===== config.mk =====
export PLATFORM = sky130hd
export DESIGN_NAME = rx_status_fifo
export DESIGN_NICKNAME = d
export VERILOG_FILES = /design/src/rtl/rxs_pkg.sv /design/src/rtl/rxs_store.sv /design/src/rtl/rxs_flags.sv /design/src/rtl/rx_status_fifo.sv
export SDC_FILE = /design/constraint.sdc
export NUM_CORES = 1
export LEC_CHECK = 0
export BUFFER_PORTS_ARGS = -buffer_cell sky130_fd_sc_hd__clkbuf_2
export CORE_MARGIN = 8
export CORE_UTILIZATION = 55
export CTS_BUF_LIST = sky130_fd_sc_hd__clkbuf_4
export DETAILED_ROUTE_END_ITERATION = 10
export PLACE_DENSITY = 0.72
export SETUP_SLACK_MARGIN = 0.3
export SYNTH_ARGS = -nofsm -noshare
export SYNTH_HDL_FRONTEND = slang
export SYNTH_SLANG_ARGS = --single-unit

===== constraint.sdc =====
create_clock -name clk -period 4.1 [get_ports clk]
set_input_delay 0 -clock clk [delete_from_list [all_inputs] [get_ports clk]]
set_output_delay 0 -clock clk [all_outputs]
set_load 0.01 [all_outputs]

===== src/rtl/rxs_pkg.sv =====
package rxs_pkg;
  localparam int DATA_W = 8;
  localparam int STAT_W = 4;

  typedef struct packed {
    logic              ferr;
    logic              perr;
    logic [DATA_W-1:0] data;
  } rx_entry_t;

  localparam int ENTRY_W = $bits(rx_entry_t);

  // status bit positions
  localparam int ST_DR = 0;
  localparam int ST_OE = 1;
  localparam int ST_PE = 2;
  localparam int ST_FE = 3;
endpackage


===== src/rtl/rxs_store.sv =====
module rxs_store #(
  parameter int DEPTH = 16,
  parameter int W     = 10,
  parameter int CW    = $clog2(DEPTH + 1)
) (
  input  logic          clk,
  input  logic          rst_n,
  input  logic          flush,
  input  logic          push,
  input  logic          pop,
  input  logic [W-1:0]  wdata,
  output logic [W-1:0]  head,
  output logic [CW-1:0] count
);
  localparam int PW = (DEPTH > 1) ? $clog2(DEPTH) : 1;

  logic [W-1:0]  mem [DEPTH];
  logic [PW-1:0] rd_ptr, wr_ptr;

  function automatic logic [PW-1:0] nxt(input logic [PW-1:0] p);
    return (p == PW'(DEPTH - 1)) ? '0 : p + 1'b1;
  endfunction

  always_ff @(posedge clk) begin
    if (push && !flush) mem[wr_ptr] <= wdata;
  end

  always_ff @(posedge clk) begin
    if (!rst_n || flush) begin
      rd_ptr <= '0;
      wr_ptr <= '0;
      count  <= '0;
    end else begin
      if (push) wr_ptr <= nxt(wr_ptr);
      if (pop)  rd_ptr <= nxt(rd_ptr);
      case ({push, pop})
        2'b10:   count <= count + 1'b1;
        2'b01:   count <= count - 1'b1;
        default: count <= count;
      endcase
    end
  end

  assign head = mem[rd_ptr];
endmodule


===== src/rtl/rxs_flags.sv =====
module rxs_flags (
  input  logic       clk,
  input  logic       rst_n,
  input  logic       fifo_mode,
  input  logic       flush,
  input  logic       ovr_evt,
  input  logic       accept,
  input  logic       head_change,
  input  logic       rd_status,
  input  logic       in_perr,
  input  logic       in_ferr,
  input  logic       nonempty,
  input  logic       head_perr,
  input  logic       head_ferr,
  output logic [3:0] status
);
  import rxs_pkg::*;

  logic oe_q, pe_stk, fe_stk, seen_q;
  logic take_tags;

  assign take_tags = accept && !fifo_mode;

  always_ff @(posedge clk) begin
    if (!rst_n || flush) begin
      oe_q   <= 1'b0;
      pe_stk <= 1'b0;
      fe_stk <= 1'b0;
      seen_q <= 1'b0;
    end else begin
      if (ovr_evt)        oe_q <= 1'b1;
      else if (rd_status) oe_q <= 1'b0;
      pe_stk <= (pe_stk && !rd_status) || (take_tags && in_perr);
      fe_stk <= (fe_stk && !rd_status) || (take_tags && in_ferr);
      if (head_change)    seen_q <= 1'b0;
      else if (rd_status) seen_q <= 1'b1;
    end
  end

  always_comb begin
    status        = '0;
    status[ST_DR] = nonempty;
    status[ST_OE] = oe_q;
    if (fifo_mode) begin
      status[ST_PE] = nonempty && head_perr && !seen_q;
      status[ST_FE] = nonempty && head_ferr && !seen_q;
    end else begin
      status[ST_PE] = pe_stk;
      status[ST_FE] = fe_stk;
    end
  end
endmodule


===== src/rtl/rx_status_fifo.sv =====
module rx_status_fifo #(
  parameter int DEPTH = 16
) (
  input  logic       clk,
  input  logic       rst_n,
  input  logic       fifo_mode,
  input  logic       in_valid,
  output logic       in_ready,
  input  logic [7:0] in_data,
  input  logic       in_perr,
  input  logic       in_ferr,
  input  logic       rd_data,
  input  logic       rd_status,
  output logic [7:0] rx_data,
  output logic [3:0] line_status
);
  import rxs_pkg::*;

  localparam int CW = $clog2(DEPTH + 1);

  logic          mode_q, flush;
  logic [CW-1:0] count, cap;
  logic          nonempty, full, pop_req, pop_int, push, ovr_evt, head_change;
  rx_entry_t     wr_ent, head_ent;

  always_ff @(posedge clk) begin
    if (!rst_n) mode_q <= 1'b0;
    else        mode_q <= fifo_mode;
  end

  assign flush    = (fifo_mode != mode_q);
  assign cap      = fifo_mode ? CW'(DEPTH) : CW'(1);
  assign nonempty = (count != '0);
  assign full     = (count >= cap);
  assign in_ready = !full;

  // single mode overwrites the held character instead of dropping
  assign pop_req     = rd_data && nonempty && !flush;
  assign ovr_evt     = in_valid && full && !pop_req && !flush;
  assign pop_int     = pop_req || (ovr_evt && !fifo_mode);
  assign push        = in_valid && !flush && (!full || pop_int);
  assign head_change = pop_int || (push && !nonempty);

  assign wr_ent = '{ferr: in_ferr, perr: in_perr, data: in_data};

  rxs_store #(.DEPTH(DEPTH), .W(ENTRY_W), .CW(CW)) u_store (
    .clk   (clk),
    .rst_n (rst_n),
    .flush (flush),
    .push  (push),
    .pop   (pop_int),
    .wdata (wr_ent),
    .head  (head_ent),
    .count (count)
  );

  rxs_flags u_flags (
    .clk         (clk),
    .rst_n       (rst_n),
    .fifo_mode   (fifo_mode),
    .flush       (flush),
    .ovr_evt     (ovr_evt),
    .accept      (push),
    .head_change (head_change),
    .rd_status   (rd_status),
    .in_perr     (in_perr),
    .in_ferr     (in_ferr),
    .nonempty    (nonempty),
    .head_perr   (head_ent.perr),
    .head_ferr   (head_ent.ferr),
    .status      (line_status)
  );

  assign rx_data = nonempty ? head_ent.data : '0;
endmodule


# Yosys cells after proc, flatten, opt, wreduce, memory -nomap -nowiden
# Memory sizes are Yosys's and may differ from the RTL's. A register that Yosys moved wholly into a read port is not among the register bits.
# Index checks and enable logic that the tools add are counted.
# classes
n_addsub	4
order_cmp	1
eq_ne	5
mux	12
n_reduce_logical	37
# ops
op	count
$logic_and 1x1->1	19
$mux 4	4
$pmux 5 s2	1
$add 4x1->4 const B	2
$eq 4x4->1 const B	2
$logic_not 1->1	8
$mux 8	1
$logic_or 1x1->1	6
$add 5x1->5 const B	1
$ge 5x5->1	1
$mux 5	1
$reduce_bool 5->1	1
$sub 5x1->5 const B	1
$mux 1	4
$reduce_bool 2->1	2
$eq 2x1->1 const B	1
$eq 2x2->1 const B	1
$mux 2	1
$reduce_or 2->1	1
$ne 1x1->1	1
# word_totals
ff_bits	18
mem_bits_rw	160
inputBits	16
output_inout_bits	13
wordCells	68
n_memories	1
# mem_list
memory	depth	word_bits	rd	rd_ports_with_merged_regs	write_ports	line_no	source
u_store.mem	16	10	1	1	1	rxs_store.sv:17	logic [W-1:0] mem [DEPTH];

# Logic depth before layout (Yosys ltp)
# depth
word_depth	13
ltp_mapped	14
ltp_nobuf	14

# Hierarchy
# A second synthesis with hierarchy kept.
# unflattened
hier_cells	420
hier_area_um2	7500.9
# by_module_without_submodules
mod	n_inst	cells_each	area_per_inst_um2	seq_area_each_um2
rxs_store	1	358	7036.7	5144.9
rx_status_fifo	1	37	260.2	20.0
rxs_flags	1	25	203.9	80.1

# Worst setup path before layout
# Ideal clock, no wire load.
# synth_path
path_type	flip-flop to flip-flop
startpoint	reg u_store.count[0]
endpoint	reg u_store.count[4]
setup_time_ps	70
arrival_time_ps	3046
required_ps	4030
slack_ps	984
path_stages_with_launch	15
n_path_buf	0
period_less_slack_ps	3116
path_cell_list	dfxtp_1 -> inv_1 -> ha_1 -> nor2_1 -> a31oi_1 -> o221ai_4 -> inv_2 -> ha_1 -> inv_1 -> fa_1 -> nor2b_1 -> o21ai_0 -> and3_1 -> or4_1 -> a21oi_1
# synth_between
elab_chain_len	12
elab_cells_between_ends	19
classes_between	add/sub: 2; order compare: 1; eq/ne: 2; mux: 1; reduce/logical: 13
# synth_rtl
item	line_no	source
start, declared	rxs_store.sv:13	output logic [CW-1:0] count
start signal, assigned	rxs_store.sv:37	2'b10: count <= count + 1'b1;
start signal, assigned	rxs_store.sv:38	2'b01: count <= count - 1'b1;
start signal, assigned	rxs_store.sv:39	default: count <= count;
branches (longest 12 deep; another with $ge 5x5->1)	--	
# Parallel ways; which one is timed is not known.
# A chain may end at the register's enable or synchronous reset.

# Worst setup path in the final report
# layout_path
startpoint	reg u_store.count[0]
endpoint	reg u_store.count[4]
# layout_between
elab_chain_len	12
elab_cells_between_ends	19
classes_between	add/sub: 2; order compare: 1; eq/ne: 2; mux: 1; reduce/logical: 13
# layout_rtl
item	line_no	source
branches (longest 7 deep; another with $ge 5x5->1)	--	
$logic_or 1x1->1 *	rx_status_fifo.sv:40	assign pop_int = pop_req || (ovr_evt && !fifo_mode);
via pop_int	rx_status_fifo.sv:23	logic nonempty, full, pop_req, pop_int, push, ovr_evt, head_change;
$logic_or 1x1->1	rx_status_fifo.sv:41	assign push = in_valid && !flush && (!full || pop_int);
$logic_and 1x1->1	rx_status_fifo.sv:41	
$eq 2x1->1 / $eq 2x2->1 (equally long branches)	rxs_store.sv:36	case ({push, pop})
$pmux 5 s2 / $reduce_bool 2->1 (equally long branches)	--	
# Mark *: on every way through the listed nets, which the timed path passes.

==> summary.md <==
| Metric | Value |
|---|---|
| Ys async rst share | 0 |
| Mapped cell area | 7300 sq um |
| Period utilisation layout | 0.841 |
| PwrDens | 383 nW/um^2 |
| # Max-Cap Violations | 0 |
| Proportion of layout cells with a drive suffix above 1 | 0.284 |
| Met1 usage | 0.221 |
| Clk Latency, worst-skew pair | 0.56 ns |
| Layout Nets | 484 |
| Maximum VDD drop | 191 uV |
| Gr usage total | 0.172 |
| CP Class | reg2reg |
| Vias in the first global route | 3914 |
| Final Hold Fails | 0 |
| Final setup vio count | 0 |
| CP Depth | 13 |
| Most frequent cells in the layout | edfxtp_1 (160), mux4_2 (48), nor2_1 (28), clkbuf_2 (28) |
| Cell breakdown of the critical path | inv_1, ha_1, nor2_1, a31oi_2, a32o_1, ha_1, inv_1, fa_1, nor2b_1, o21ai_0, and3_1, or4_1, a21oi_1 |
| Dpl hpwl | 8.86 mm |
| Setup_tns | 0 ns |
| Syn_nets | 416 |
| Top Usage Layer GRT | met2 |
| CP max-delay cell | dfxtp_1 |
| Slowest cell delay on critical path | 0.41 ns |
| First-pass GRT wire length | 22.1 mm |
| Final Critical Period | 3.45 ns |
| Max Slew Vio Count | 0 |
| Crit-path leading delay family | compound AO/OA/AOI/OAI gates |
| Die height | 131 microns |
| DR vias | 3767 |
| Vias per Instance | 5.82 |
| Commonest non-fill, non-tap cell in the layout | edfxtp_1 |
| H-tree depth | 4 |
| Clock Skew | 0.0132 ns |
| Gate Count Post-Synth | 388 |
| Status | finished clean |
| Overflow left after global routing | 0 |
| Post-synth top flop | edfxtp_1 |
| Chip Width | 131 microns |
| Root buf cell | clkbuf_4 |
| Crit path max fanout | 5 |
| Reg2Reg Depth | 13 |
| Worst Hold Slack | 0.0980 ns |
| Yosys warns | 0 |
| Starting density of the core | 0.558 |
| Ports | 29 |
| Global-route met3 utilization | 0.0389 |
| Antenna violations before repair | 1 |
| Flops & latches, synth | 182 |
| Site Rows | 42 |
| Synthesized area per cell | 18.8 sq um |
| CORE AREA | 13100 sq um |
| Die area | 17200 sq um |
| Layout fillers | 932 |
| Path category of the worst min-delay check | in2reg |
| CTS tree | done |
| Port Buffers | 28 |
| P_leak | 2.62 nW |
| DR iter-0 viols | 279 |
| Slew HR | 0.299 |
| Largest net degree at the start of global routing | 41 |
| Gp weighted congestion | 0.839 |
| Worst EP arrival | 3.93 ns |
| Achievable Freq | 290 MHz |
| P&R area growth vs syn | 12.5% |
| Hold depth | 5 |
| Num Clock Sinks | 182 |
| Sequential share of the synthesized area | 0.719 |
| Number of synthesized flops with an enable pin | 160 |
| DRT antenna net count | 0 |
| Distinct cells, synth | 42 |
| GR Layer Usage met2 | 0.275 |
| Startpoint Class | flop |
| Routed length per instance | 22.0 microns |
| Clock Pin Slew Worst Setup and Hold Paths | 0.13 ns |
| # DRC | 0 |
| Detailed Routing Iterations Pass 1 | 5 |
| CTS buffer count | 17 |
| Unrepaired setup endpoints after global routing | no |
| CP endpoint kind | flop |
| Worst endpoint required time | 4.58 ns |
| Final Routed Wirelength | 14.2 mm |
| Worst Max-Slew Pin Slew | 1.05 ns |
| CTS Buffer Depth | 2 |
| CP bufs+invs | 2 |
| Total power | 3.15 mW |
| Core Util, Final | 0.627 |
==> final timing paths <==
| check | startpoint | endpoint | slack [ns] |
|---|---|---|---|
| worst max-delay path | u_store.count[0]$_SDFFE_PP0P_ | u_store.count[4]$_SDFFE_PP0P_ | 0.65 |
| worst min-delay path | fifo_mode | u_store.wr_ptr[1]$_SDFFE_PP0P_ | 0.1 |
| worst max register to register | u_store.count[0]$_SDFFE_PP0P_ | u_store.count[4]$_SDFFE_PP0P_ | 0.65 |
| worst min register to register | u_store.count[4]$_SDFFE_PP0P_ | u_store.count[4]$_SDFFE_PP0P_ | 0.53 |
==> area by class of cell <==
| cell class | count | area [sq um] | area share |
|---|---|---|---|
| multi-input combinational | 174 | 1940 | 0.236 |
| timing repair buffer | 66 | 475 | 0.0579 |
| tap | 176 | 220 | 0.0268 |
| inverter | 15 | 56.3 | 0.00686 |
| clock inverter | 15 | 139 | 0.0169 |
| clock buffer | 17 | 128 | 0.0155 |
| sequential | 182 | 5250 | 0.639 |
| antenna | 2 | 5.00 | 0.000610 |
==> registers in the layout, summed over array words and instances, names as in the netlist, named ones only <==
register / cells
u_store.rd_ptr: 4
mode_q: 1
u_flags.fe_stk: 1
u_store.count: 5
u_flags.seen_q: 1
u_flags.oe_q: 1
u_store.wr_ptr: 4
u_flags.pe_stk: 1
u_store.mem: 160
==> through the flow <==
step,instance area [sq um],worst slack (ns),cells
after detailed placement,7730,0.620,593
after floorplan,7300,0.984,388
final,8210,0.651,647
after global placement,7730,0.784,593
after CTS,8200,0.564,645
after global routing,8210,0.443,647
==> power by group <==
part	switching, mW	internal (mW)
sequential	0.00919	2.02
combinational	0.0979	0.0788
clock	0.586	0.351
total	0.694	2.45
==> kinds of logic after synthesis <==
logic type	count (synthesis)	synth area share
AO/OA/AOI/OAI	34	0.0331
XOR/XNOR	3	0.00360
adder cells (fa/ha/maj)	12	0.0216
buffers and inverters	32	0.0195
flip-flops	182	0.719
multiplexers	55	0.158
AND/OR/NAND/NOR	70	0.0456
==> cell usage after synthesis (2+ instances only) <==
library cell	n	share of area
a21oi_1	13	0.0089
a22oi_1	3	0.0031
a31oi_1	2	0.0017
and2_1	11	0.0094
buf_1	5	0.0026
buf_4	6	0.0062
clkbuf_1	6	0.0031
dfxtp_1	22	0.060
edfxtp_1	160	0.66
ha_1	11	0.019
inv_1	14	0.0072
mux2_2	2	0.0031
mux2i_1	5	0.0069
mux4_2	48	0.15
nand2_1	12	0.0062
nand3_1	2	0.0014
nor2_1	28	0.014
nor2b_1	2	0.0017
nor3_1	7	0.0048
o21ai_0	4	0.0027
o2bb2ai_1	2	0.0024
or3_1	2	0.0017
xnor2_1	2	0.0024
==> tightest hold or removal path, delay by kind of cell <==
family	cells	cell delay, ns
AND/OR/NAND/NOR	2	0.25
AO/OA/AOI/OAI	2	0.22
buffers and inverters	1	0.13
==> what timing repair did <==
item,CTS,global route
resized for setup,0,1
hold buffers,20,0
buffers inserted,0,0
hold endpoints to repair,174,0
setup endpoints to repair,0,1
==> layer usage <==
metal  up-vias  share of wire  wire (microns)
met5         -              0               0
met4         0          0.028             405
met3        34          0.067             946
met2       131           0.48            6870
met1      1905           0.42            6010
li1       1697              -               -
Power figures use the tool's default switching activity.
